### config.mk
export PLATFORM = sky130hd
export DESIGN_NAME = gpio_edge_port
export DESIGN_NICKNAME = d
export VERILOG_FILES = /design/src/rtl/gpio_pkg.sv /design/src/rtl/gpio_sync.sv /design/src/rtl/gpio_edge_detect.sv /design/src/rtl/gpio_edge_port.sv
export SDC_FILE = /design/constraint.sdc
export NUM_CORES = 1
export LEC_CHECK = 0
export CELL_PAD_IN_SITES_DETAIL_PLACEMENT = 1
export CELL_PAD_IN_SITES_GLOBAL_PLACEMENT = 1
export CORE_ASPECT_RATIO = 0.7
export CORE_MARGIN = 2
export CORE_UTILIZATION = 40
export CTS_BUF_LIST = sky130_fd_sc_hd__clkbuf_4 sky130_fd_sc_hd__clkbuf_8
export DETAILED_ROUTE_END_ITERATION = 12
export GPL_ROUTABILITY_DRIVEN = 0
export PLACE_DENSITY = 0.78
export SLEW_MARGIN = 20
export SYNTH_ARGS = -nofsm -noshare
export SYNTH_HDL_FRONTEND = slang
export SYNTH_HIERARCHICAL = 1
export SYNTH_SLANG_ARGS = --single-unit
export TNS_END_PERCENT = 1
### constraint.sdc
create_clock -name clk_i -period 1.65 [get_ports clk_i]
set_input_delay 0.495 -clock clk_i [delete_from_list [all_inputs] [get_ports clk_i]]
set_output_delay 0.495 -clock clk_i [all_outputs]
set_load 0.1 [all_outputs]
### src/rtl/gpio_pkg.sv
package gpio_pkg;
  localparam int unsigned DATA_W = 16;
  localparam int unsigned ADDR_W = 3;

  typedef enum logic [ADDR_W-1:0] {
    REG_LEVEL = 3'd0,
    REG_DIR   = 3'd1,
    REG_ASG   = 3'd2,
    REG_OPT   = 3'd3,
    REG_EDGE  = 3'd4,
    REG_MASK  = 3'd5,
    REG_EVT   = 3'd6
  } reg_addr_e;
endpackage

### src/rtl/gpio_sync.sv
module gpio_sync #(
  parameter int unsigned WIDTH = 12
) (
  input  logic             clk_i,
  input  logic             rst_ni,
  input  logic [WIDTH-1:0] d_i,
  output logic [WIDTH-1:0] q_o
);
  logic [WIDTH-1:0] meta_q, sync_q;

  always_ff @(posedge clk_i or negedge rst_ni) begin
    if (!rst_ni) begin
      meta_q <= '0;
      sync_q <= '0;
    end else begin
      meta_q <= d_i;
      sync_q <= meta_q;
    end
  end

  assign q_o = sync_q;
endmodule

### src/rtl/gpio_edge_detect.sv
module gpio_edge_detect #(
  parameter int unsigned WIDTH = 12
) (
  input  logic             clk_i,
  input  logic             rst_ni,
  input  logic [WIDTH-1:0] lvl_i,
  input  logic [WIDTH-1:0] en_i,
  input  logic [WIDTH-1:0] fall_only_i,
  input  logic [WIDTH-1:0] clr_i,
  output logic [WIDTH-1:0] evt_o
);
  logic [WIDTH-1:0] prev_q, evt_q, hit;

  always_comb begin
    for (int i = 0; i < WIDTH; i++) begin
      hit[i] = en_i[i] & (fall_only_i[i] ? (prev_q[i] & ~lvl_i[i])
                                         : (prev_q[i] ^ lvl_i[i]));
    end
  end

  always_ff @(posedge clk_i or negedge rst_ni) begin
    if (!rst_ni) begin
      prev_q <= '0;
      evt_q  <= '0;
    end else begin
      prev_q <= lvl_i;
      evt_q  <= (evt_q & ~clr_i) | hit;  // set beats clear
    end
  end

  assign evt_o = evt_q;

  AST_EVT_FROM_EDGE: assert property (@(posedge clk_i) disable iff (!rst_ni)
    ((evt_q & ~$past(evt_q)) & ~$past(en_i)) == '0);
  AST_FALL_ONLY: assert property (@(posedge clk_i) disable iff (!rst_ni)
    ((evt_q & ~$past(evt_q)) & $past(fall_only_i) & $past(lvl_i)) == '0);
  AST_W1C: assert property (@(posedge clk_i) disable iff (!rst_ni)
    ($past(clr_i) & ~$past(hit) & evt_q) == '0);
endmodule

### src/rtl/gpio_edge_port.sv
module gpio_edge_port
  import gpio_pkg::*;
#(
  parameter int unsigned NUM_LINES = 12
) (
  input  logic                 clk_i,
  input  logic                 rst_ni,
  input  logic [ADDR_W-1:0]    addr_i,
  input  logic                 wr_i,
  input  logic [DATA_W-1:0]    wdata_i,
  output logic [DATA_W-1:0]    rdata_o,
  input  logic [NUM_LINES-1:0] pin_i,
  output logic [NUM_LINES-1:0] pin_o,
  output logic [NUM_LINES-1:0] pin_oe_o,
  input  logic [NUM_LINES-1:0] per_dout_i,
  output logic [NUM_LINES-1:0] per_din_o,
  output logic                 irq_o
);
  localparam int unsigned LSB = DATA_W - NUM_LINES;

  logic [NUM_LINES-1:0] out_q, dir_q, asg_q, opt_q, edge_q, mask_q;
  logic [NUM_LINES-1:0] lvl, evt, clr, evt_en;
  logic [NUM_LINES-1:0] wfield;

  assign wfield = wdata_i[DATA_W-1:LSB];

  always_ff @(posedge clk_i or negedge rst_ni) begin
    if (!rst_ni) begin
      out_q  <= '0;
      dir_q  <= '0;
      asg_q  <= '0;
      opt_q  <= '0;
      edge_q <= '0;
      mask_q <= '0;
    end else if (wr_i) begin
      case (addr_i)
        REG_LEVEL: out_q  <= wfield;
        REG_DIR:   dir_q  <= wfield;
        REG_ASG:   asg_q  <= wfield;
        REG_OPT:   opt_q  <= wfield;
        REG_EDGE:  edge_q <= wfield;
        REG_MASK:  mask_q <= wfield;
        default: ;
      endcase
    end
  end

  assign clr = (wr_i && addr_i == REG_EVT) ? wfield : '0;

  gpio_sync #(.WIDTH(NUM_LINES)) u_sync (
    .clk_i (clk_i),
    .rst_ni(rst_ni),
    .d_i   (pin_i),
    .q_o   (lvl)
  );

  assign evt_en = ~dir_q & ~asg_q;

  gpio_edge_detect #(.WIDTH(NUM_LINES)) u_edge (
    .clk_i      (clk_i),
    .rst_ni     (rst_ni),
    .lvl_i      (lvl),
    .en_i       (evt_en),
    .fall_only_i(edge_q),
    .clr_i      (clr),
    .evt_o      (evt)
  );

  for (genvar g = 0; g < NUM_LINES; g++) begin : g_line
    always_comb begin
      pin_oe_o[g]  = dir_q[g];
      pin_o[g]     = asg_q[g] ? per_dout_i[g] : out_q[g];
      per_din_o[g] = ~dir_q[g] & (asg_q[g] | opt_q[g]) & lvl[g];
    end
  end

  assign irq_o = |(evt & mask_q);

  logic [NUM_LINES-1:0] rfield;
  always_comb begin
    case (addr_i)
      REG_LEVEL: rfield = lvl;
      REG_DIR:   rfield = dir_q;
      REG_ASG:   rfield = asg_q;
      REG_OPT:   rfield = opt_q;
      REG_EDGE:  rfield = edge_q;
      REG_MASK:  rfield = mask_q;
      REG_EVT:   rfield = evt;
      default:   rfield = '0;
    endcase
  end

  always_ff @(posedge clk_i or negedge rst_ni) begin
    if (!rst_ni) rdata_o <= '0;
    else         rdata_o <= {rfield, {LSB{1'b0}}};
  end

  AST_IRQ_MASKED: assert property (@(posedge clk_i) disable iff (!rst_ni)
    (mask_q == '0) |-> !irq_o);
  AST_RD_LOW_ZERO: assert property (@(posedge clk_i) disable iff (!rst_ni)
    rdata_o[LSB-1:0] == '0);
  AST_IN_NO_DRIVE: assert property (@(posedge clk_i) disable iff (!rst_ni)
    $past(wr_i && addr_i == REG_DIR && wfield == '0) |-> pin_oe_o == '0);
endmodule

==> impl_results.md, run 1 <==
- Worst-path clk slew: 0.09 ns
- Commonest non-fill, non-tap cell in the layout: dfrtp_1
- RSZ-0062 raised after global routing: true
- Row count: 37
- Clock Path Buffers: 2
- GRT Residual Overflow: 0
- Largest net degree at the start of global routing: 43
- Main synth FF type: dfrtp_1
- Combinational share of power: 39.5%
- DRT Wirelength: 18500 um
- Drt pass-1 iters: 4
- Post-route clock period utilization: 135%
- Synth Instances: 473
- M1 WL: 8030 um
- Layout overhead on the synthesized area: 46.5%
- Setup WS post-layout: -0.579 ns
- Leakage: 3.90 nW
- Synth top area share: 53.8%
- Int Power: 7.72 mW
- Met2 wire length: 9420 um
- Wire per inst: 22.0 um
- First-pass GRT wire length: 29800 um
- Post-synth EDFFs: 0
- Final count of hold timing violations: 0
- Top Metal Used: met4
- Min Tclk post-route: 2.23 ns
- Fin util: 60.6%
- Worst R2R Setup Slack: 0.15 ns
- Clk Latency, worst-skew pair: 0.45 ns
- Final antenna-violating net count: 0
- Sequential power share: 36.3%
- H-tree Lvls: 4
- Crit Path Class: reg -> out
- Slew Limit Fails: 0
- GR Util All Layers: 23.9%
- Leading area contributor after synthesis: dfrtp_1
- # diodes: 0
- Max Clock Freq: 449 MHz
- Worst Setup End Kind: output pin
- Status: finished, violations left
- Total power: 12.6 mW
- Initial Util: 41.3%
- WP data arrival: 1.73 ns
- Post-synthesis sequential area ratio: 53.8%
- Core area: 14900 um^2
- DR iter-0 viols: 235
- DR vias/cell: 5.34
- # DRC: 0
- Layout cell share with drive strength beyond 1: 48.6%
- Synth Warn #: 6
- Max-cap viol count: 0
- Hold crit path type: reg -> reg
- Total die area: 16400 um^2
- Final Skew: 0.0175 ns
- Largest cells by area after synthesis: dfrtp_1, mux2_2, nand2b_1, ha_1, nor3b_1
- Clock Power Share: 24.2%
- Final setup fails: 35
- Startpoint types: flip-flop
- Req. time, crit path: 1.15 ns
- CTS tree: built
- CTS sink count: 132
- Synthesized flop and latch total: 132
- PwrDens: 1400 nW/um^2
- WL met3: 718 um
- I/O pins: 99
- Final net count: 693
- Most frequent cells in the layout: dfrtp_1, mux2_2, buf_4
- Die width: 152 um
- Distinct cell type count after synthesis: 39
- Switching Fraction: 38.7%
- Worst Path Max Fanout: 2
- Filler Cell Count: 1433
- Mapped Area: 6140 um^2
- TritonCTS buffer count: 17
- Worst vdd ir: 0.800 mV
- Die Span Y: 108 um
- Synthesized area per cell: 13.0 um^2
- Failing checks: negative setup slack
- Root Buffer: clkbuf_8
- Number of global-route vias before repair: 5235
- Sw Pwr: 4.87 mW
- Vias: 4504
- Asr flop ratio synth: 100%
- DP Wirelength: 13600 um
- Number of port buffers: 90
- Initial antenna violation count: 0
## final cells by class
| class | instances | area, um^2 | area share, % |
|---|---|---|---|
| clock buffer | 20 | 263 | 2.92 |
| tap | 195 | 244 | 2.71 |
| inverter | 25 | 93.8 | 1.04 |
| multi-input combinational | 292 | 2780 | 30.9 |
| sequential | 132 | 3360 | 37.4 |
| timing repair buffer | 167 | 2080 | 23.1 |
| clock inverter | 12 | 180 | 2.00 |
## state kept, by name, indices dropped and copies added (netlist names)
name	count
u_edge/prev_q	12
u_sync/q_o	12
pin_oe_o	12
opt_q	12
rdata_o	12
out_q	12
mask_q	12
edge_q	12
u_sync/meta_q	12
asg_q	12
u_edge/evt_o	12
## power groups by stage
stage | combinational, mW | clock (mW) | sequential [mW]
after floorplan | 2.20 | 0 | 5.18
after global placement | 4.73 | 0 | 4.54
after detailed placement | 4.89 | 0 | 4.57
after CTS | 5.00 | 3.10 | 4.57
after global routing | 5.17 | 3.25 | 4.66
final | 4.97 | 3.05 | 4.57
## path summary, 6_finish.rpt
| check | start | endpoint | cells after the start |
|---|---|---|---|
| worst max-delay path | u_edge/evt_o[4] | irq_o | 5 |
| worst min-delay path | u_sync/meta_q[5] | u_sync/q_o[5] | 0 |
| worst max register to register | pin_oe_o[6] | rdata_o[10] | 2 |
| worst min register to register | u_sync/meta_q[5] | u_sync/q_o[5] | 0 |
| max in group asynchronous | rst_ni | pin_oe_o[11] | 3 |
| min in group asynchronous | rst_ni | u_edge/prev_q[8] | 2 |
## synth_stat cells (all sizes together), types with 9 or more instances
master	n
o21ai	11
dfrtp	132
buf	22
and2	13
a221oi	9
nand2b	26
ha	12
nor2	29
nor3b	19
mux2	102
inv	25
a32o	12
## routing by layer
layer | vias to the layer above | global-route usage, %
met5 | - | 0
met4 | 0 | 9.01
met3 | 29 | 4.95
met2 | 112 | 40.2
met1 | 2359 | 30.6
li1 | 2004 | -
## per-stage QoR
step                setup slack (ns)  instance area, um^2  TNS [ns]  cells  hold WS (ns)
global placement              -0.523                 8430    -44.97    810         0.333
global route                  -0.659                 9000     -8.68    843         0.363
detailed placement            -0.610                 8430    -49.62    810         0.337
finish                        -0.579                 9000     -6.66    843         0.349
floorplan                     -0.341                 6340     -4.80    476         0.199
CTS                           -0.603                 9000     -7.63    843         0.359
## worst max-delay path: stages (launching register included)
cell and delay (ns):
dfrtp_1 0.39, a22o_1 0.25, a221oi_2 0.21, buf_4 0.17, nand3_4 0.08, buf_12 0.18
## what timing repair did
action                                 4_1_cts  5_1_grt
setup endpoints to repair                   88       71
setup buffers                                0        0
endpoints found under the hold margin       19        0
pin swaps                                    5        0
hold buffers                                 1        0
resized for setup                           35        4
gates cloned                                 0        0
## cell families after synthesis
family / synth area share [%]
adder cells (fa/ha/maj): 2.44
buffers and inverters: 4.93
flip-flops: 53.8
AND/OR/NAND/NOR: 11.9
AO/OA/AOI/OAI: 6.68
multiplexers: 20.2
other: 0.0610
No activity file was read; power rests on OpenSTA's default activity.
==> run 2: changes to the inputs <==
Settings changed: CAP_MARGIN from default to 20, PLACE_DENSITY 0.78 to 0.8, SYNTH_HIERARCHICAL 1 to default.
==> run 2 against run 1 <==
The flow still finishes with violations (negative setup slack). Final cell count decreased by 4.3%. Register-to-register slack gained 0.11 ns. Die area fell by 5.7%. Clock skew decreased by 0.0059 ns. Non-clock buffer count shrank 27. Global-route usage grew 0.53 points. Via count down 2.7%. Sequential power about the same. Fmax is essentially flat. Critical path type unchanged. Critical endpoint unchanged.
==> impl_results.md, run 2 <==
- Initial antenna violation count: 0
- Post-synthesis simple-gate area fraction: 7.94%
- Hold crit path type: reg -> reg
- Vias: 4383
- Crit Path Class: reg -> out
- Row count: 36
- Number of global-route vias before repair: 5007
- Clock Path Buffers: 2
- GRT Residual Overflow: 0
- DRT Wirelength: 17600 um
- Slew headroom: 55.5%
- Total die area: 15400 um^2
- Wire per inst: 21.9 um
- Top Metal Used: met4
- Post-synth top cells: dfrtp_1, mux2_2, o21ai_0
- Worst R2R Setup Slack: 0.26 ns
- Critical R2R Capture: rdata_o[10]
- Fin util: 60.4%
- Number of port buffers: 90
- Final setup fails: 37
- Post-synthesis sequential area ratio: 57.1%
- DR vias/cell: 5.43
- Mapped Area: 5780 um^2
- Max-cap viol count: 0
- Post-route cell area: 8460 um^2
- Initial Util: 41.3%
- Worst Path Max Fanout: 3
- Synth Warn #: 0
- Most frequent cells in the layout: dfrtp_1, mux2_2, buf_12
- Asr flop ratio synth: 100%
- Met2 wire length: 9020 um
- Compound-cell area share of the yosys netlist: 11.3%
- M1 WL: 7540 um
- Synth top area share: 57.1%
- WP data arrival: 1.74 ns
- Post-synth EDFFs: 0
- Req. time, crit path: 1.15 ns
- Synthesized flop and latch total: 132
- Max Clock Freq: 448 MHz
- CTS tree: built
- Post-route clock period utilization: 135%
- Min Tclk post-route: 2.23 ns
- Die Span Y: 105 um
- Core area: 14000 um^2
- Largest net degree at the start of global routing: 67
- Worst vdd ir: 0.904 mV
- I/O pins: 99
- Filler Cell Count: 1369
- Main synth FF type: dfrtp_1
- Multiplexer share of the synthesized area: 16.7%
- PwrDens: 1460 nW/um^2
- Clk Latency, worst-skew pair: 0.46 ns
- Slew Limit Fails: 0
- Worst Max-Slew Pin Slew: 0.664 ns
- Commonest non-fill, non-tap cell in the layout: dfrtp_1
- Post-Synth XOR/XNOR Area: 0%
- R2R depth: 2
- Most frequent cell after synthesis: dfrtp_1
- Total power: 12.4 mW
- Worst setup endpoint: irq_o
- Reg-to-Reg Start: pin_oe_o[6]
- Root Buffer: clkbuf_8
- DP Area: 7870 um^2
- Startpoint types: flip-flop
- Synthesized area per cell: 12.4 um^2
- Multi-input gate area: 2480 um^2
- Worst Setup End Kind: output pin
- Hold WS: 0.354 ns
- Failing checks: negative setup slack
- # DRC: 0
- Final net count: 662
- Final Skew: 0.0116 ns
- Synth Instances: 467
- DR iter-0 viols: 257
- Die width: 148 um
- DP Wirelength: 12500 um
- Sequential cell area: 3360 um^2
- Worst-path clk slew: 0.08 ns
- Layout overhead on the synthesized area: 46.3%
- Crit. Startpoint: u_edge.evt_o[3]
- TritonCTS buffer count: 17
- Distinct cell type count after synthesis: 36
- CTS sink count: 132
- Drt pass-1 iters: 4
- H-tree Lvls: 4
- Final count of hold timing violations: 0
- First-pass GRT wire length: 28400 um
- Leading area contributor after synthesis: dfrtp_1
- Largest cells by area after synthesis: dfrtp_1, mux2_2, o21ai_0, ha_1, nand2_1
- Main combinational cell family by area after synthesis: multiplexers
- Setup TNS: -6.94 ns
- Leakage: 3.66 nW
- # diodes: 0
- GR Util All Layers: 24.4%
- Setup WS post-layout: -0.581 ns
- Post-Synth Adder-Cell Area: 2.60%
- WL met3: 873 um
- Layout cell share with drive strength beyond 1: 44.4%
- Final antenna-violating net count: 0
- Status: finished, violations left
- RSZ-0062 raised after global routing: true
## run 2: kinds of logic after synthesis
kind of cell,Yosys count
DFF,132
AOI/OAI and AO/OA,100
and+or+nand+nor,87
muxes,85
buffers and inverters,50
adders and majority gates,12
other,1
## run 2: through the flow
stage          std cells  setup WS (ns)
6_report             807         -0.581
5_1_grt              807         -0.652
4_1_cts              807         -0.603
3_5_place_dp         773         -0.663
3_3_place_gp         773         -0.522
2_1_floorplan        470         -0.315
## run 2: area by class of cell
type / instances / share of cell area, %
Clock inverter: 12 / 2.13
Timing Repair Buffer: 140 / 21.7
Sequential cell: 132 / 39.8
Multi-Input combinational cell: 288 / 29.3
Tap cell: 190 / 2.81
Inverter: 25 / 1.11
Clock buffer: 20 / 3.18
## run 2: worst min path at each step
stage / cells after the start / slack, ns / startpoint / end
after floorplan: 0 / 0.20 / rst_ni / asg_q[0]
after global placement: 0 / 0.33 / u_sync.meta_q[9] / u_sync.q_o[9]
after detailed placement: 0 / 0.34 / u_sync.meta_q[2] / u_sync.q_o[2]
after CTS: 0 / 0.35 / u_sync.meta_q[4] / u_sync.q_o[4]
after global routing: 0 / 0.36 / u_sync.meta_q[3] / u_sync.q_o[3]
final: 0 / 0.35 / u_sync.meta_q[4] / u_sync.q_o[4]
## run 2: routing by layer
metal,GRT usage (%),vias to the layer above
li1,-,1938
met1,30.5,2304
met2,41.8,124
met3,5.37,17
met4,8.79,0
met5,0,-
## run 2: repair_timing
item                       CTS  global route
resized for setup           45             3
pin swaps                   13             3
hold buffers                 1             0
buffers inserted             1             0
setup endpoints to repair   86            37
hold endpoints to repair    12             0
## run 2: critical path, cell delays in order (launching register included)
cell and delay [ns]:
dfrtp_1 0.43, a22o_1 0.25, a221oi_2 0.25, nand3_4 0.14
buf_12 0.19
## run 2: report_power, final
part           total [mW]  leakage (nW)  switching (mW)  internal, mW
clock                3.09         0.211            1.35          1.74
sequential           4.56          1.54           0.710          3.85
combinational        4.73          1.91            2.81          1.92
total                12.4          3.66            4.87          7.51
==> run 3: changes to the inputs <==
Settings changed: TNS_END_PERCENT 1 to 10.
==> run 3 against run 2 <==
The flow still finishes with violations (negative setup slack). Final cell count grew 1.6%. Sequential share of layout area shrank 0.49 points. Register-to-register slack lost 0.02 ns. Via count grew 1.1%. Critical path depth grew 1. Clock power is essentially flat. Hold slack is essentially flat. First-iteration DRC count shrank 3.9%. Core utilization grew 0.73 points. Wire length grew 1.2%. Clock-buffer cell count is the same.
==> impl_results.md, run 3 (synthesis gave the netlist of run 2 again) <==
- Total die area: 15400 um^2
- TritonCTS buffer count: 17
- Worst Path Max Fanout: 2
- Status: finished, violations left
- Worst-path clk slew: 0.08 ns
- H-tree Lvls: 4
- Post-route cell area: 8560 um^2
- Hold Path Depth: 0
- Initial antenna violation count: 0
- Clock Path Buffers: 2
- Drt pass-1 iters: 4
- Sw Pwr: 4.88 mW
- DP Area: 7870 um^2
- Final antenna-violating net count: 0
- Final Skew: 0.0136 ns
- Max Clock Freq: 450 MHz
- Filler Cell Count: 1368
- Hold WS: 0.354 ns
- Number of global-route vias before repair: 5062
- DRT Wirelength: 17900 um
- Sequential cell area: 3360 um^2
- Post-Place Setup Slack: -0.663 ns
- R2R depth: 3
- Req. time, crit path: 1.15 ns
- Worst Setup End Kind: output pin
- Layout cell share with drive strength beyond 1: 44.9%
- Delay-heaviest family, CP: compound AO/OA/AOI/OAI gates
- Min Tclk post-route: 2.22 ns
- Max-cap viol count: 0
- GRT Residual Overflow: 0
- Startpoint types: flip-flop
- Hold crit path type: reg -> reg
- Clock Power Share: 24.6%
- # DRC: 0
- First-pass GRT wire length: 28700 um
- Row count: 36
- Die Span Y: 105 um
- Layout overhead on the synthesized area: 48.1%
- WP buf/inv: 2
- GR Util All Layers: 24.6%
- Vias: 4430
- CTS tree: built
- Wire per inst: 21.8 um
- Crit path largest cell delay: 0.42 ns
- DP Wirelength: 12500 um
- Core area: 14000 um^2
- Multi-input gate area: 2470 um^2
- Die width: 148 um
- # diodes: 0
- Int Power: 7.60 mW
- DR iter-0 viols: 247
- Final setup fails: 36
- Worst vdd ir: 0.910 mV
- Initial Util: 41.3%
- WP depth: 5
- PwrDens: 1460 nW/um^2
- Crit-path cells: a22o_1 -> a221oi_2 -> buf_4 -> nand3_4 -> buf_12
- Root Buffer: clkbuf_8
- Failing checks: negative setup slack
- Largest net degree at the start of global routing: 67
- DR vias/cell: 5.40
- Switching Fraction: 39.1%
- Most frequent cells in the layout: dfrtp_1, mux2_2, buf_12
- CTS sink count: 132
- Final net count: 675
- Sequential power share: 36.2%
- Slowest CP cell: dfrtp_1
- WP data arrival: 1.73 ns
- Number of port buffers: 90
- I/O pins: 99
- Commonest non-fill, non-tap cell in the layout: dfrtp_1
- Worst Max-Slew Pin Slew: 0.625 ns
- Leakage: 3.73 nW
- Slew Limit Fails: 0
- Setup WS post-layout: -0.571 ns
- Combinational share of power: 39.2%
- Final count of hold timing violations: 0
- Clk Latency, worst-skew pair: 0.45 ns
- Post-route clock period utilization: 135%
- Slew headroom: 58.1%
- RSZ-0062 raised after global routing: true
- Crit Path Class: reg -> out
run 3: changes by cell type in the layout (fill, tap and decap cells not counted):
| cell | before | now |
|---|---|---|
| buf_4 | 42 | 52 |
| buf_6 | 3 | 6 |
| dfrtp_1 | 108 | 109 |
| dfrtp_2 | 12 | 11 |
| inv_1 | 23 | 24 |
| inv_2 | 2 | 1 |
| nor2_1 | 17 | 19 |
| nor2_2 | 8 | 6 |
run 3: path summary, 6_finish.rpt:
check | slack (ns) | start | endpoint
max in group asynchronous | 0.56 | rst_ni | pin_oe_o[10]
worst min register to register | 0.35 | u_sync.meta_q[4] | u_sync.q_o[4]
worst max-delay path | -0.57 | u_edge.evt_o[9] | irq_o
min in group asynchronous | 0.43 | rst_ni | u_sync.meta_q[1]
worst min-delay path | 0.35 | u_sync.meta_q[4] | u_sync.q_o[4]
worst max register to register | 0.24 | asg_q[6] | rdata_o[10]
run 3: what timing repair did:
action	4_1_cts	5_1_grt
pin swaps	12	3
gates resized for setup	44	3
hold endpoints to repair	12	0
hold buffers	1	0
buffers inserted	11	3
endpoints found under the setup margin	86	37
run 3: through the flow:
step | util (%) | power, mW | instances | setup TNS (ns)
finish | 61.1 | 12.5 | 820 | -6.70
global route | 61.1 | 12.9 | 820 | -8.75
CTS | 60.9 | 12.5 | 817 | -7.67
detailed placement | 56.2 | 9.17 | 773 | -48.28
global placement | 56.2 | 8.98 | 773 | -45.19
floorplan | - | 7.21 | 470 | -3.94
run 3: worst reg2reg max path, stage by stage, from the launching register on:
cell and delay (ns):
dfrtp_1 0.41, buf_4 0.16, mux4_2 0.45, mux2_2 0.28
run 3: per-layer routing:
layer  up-vias  routed length, um  global-route usage, %
li1       1961                  -                      -
met1      2325               7620                   30.4
met2       120               9220                   42.6
met3        24                730                   5.37
met5         -                  0                      0
met4         0                292                   8.65
run 3: power by group through the flow:
stage | sequential (mW) | clock [mW] | combinational, mW
6_report | 4.52 | 3.07 | 4.89
5_1_grt | 4.59 | 3.26 | 5.10
4_1_cts | 4.51 | 3.12 | 4.86
3_5_place_dp | 4.55 | 0 | 4.63
3_3_place_gp | 4.49 | 0 | 4.49
2_1_floorplan | 5.16 | 0 | 2.05
run 3: cell type report:
| type | instances | area share [%] |
|---|---|---|
| multi-input combinational | 288 | 28.9 |
| timing repair buffer | 153 | 22.7 |
| sequential | 132 | 39.3 |
| clock inverter | 12 | 2.10 |
| tap | 190 | 2.78 |
| inverter | 25 | 1.10 |
| clock buffer | 20 | 3.14 |
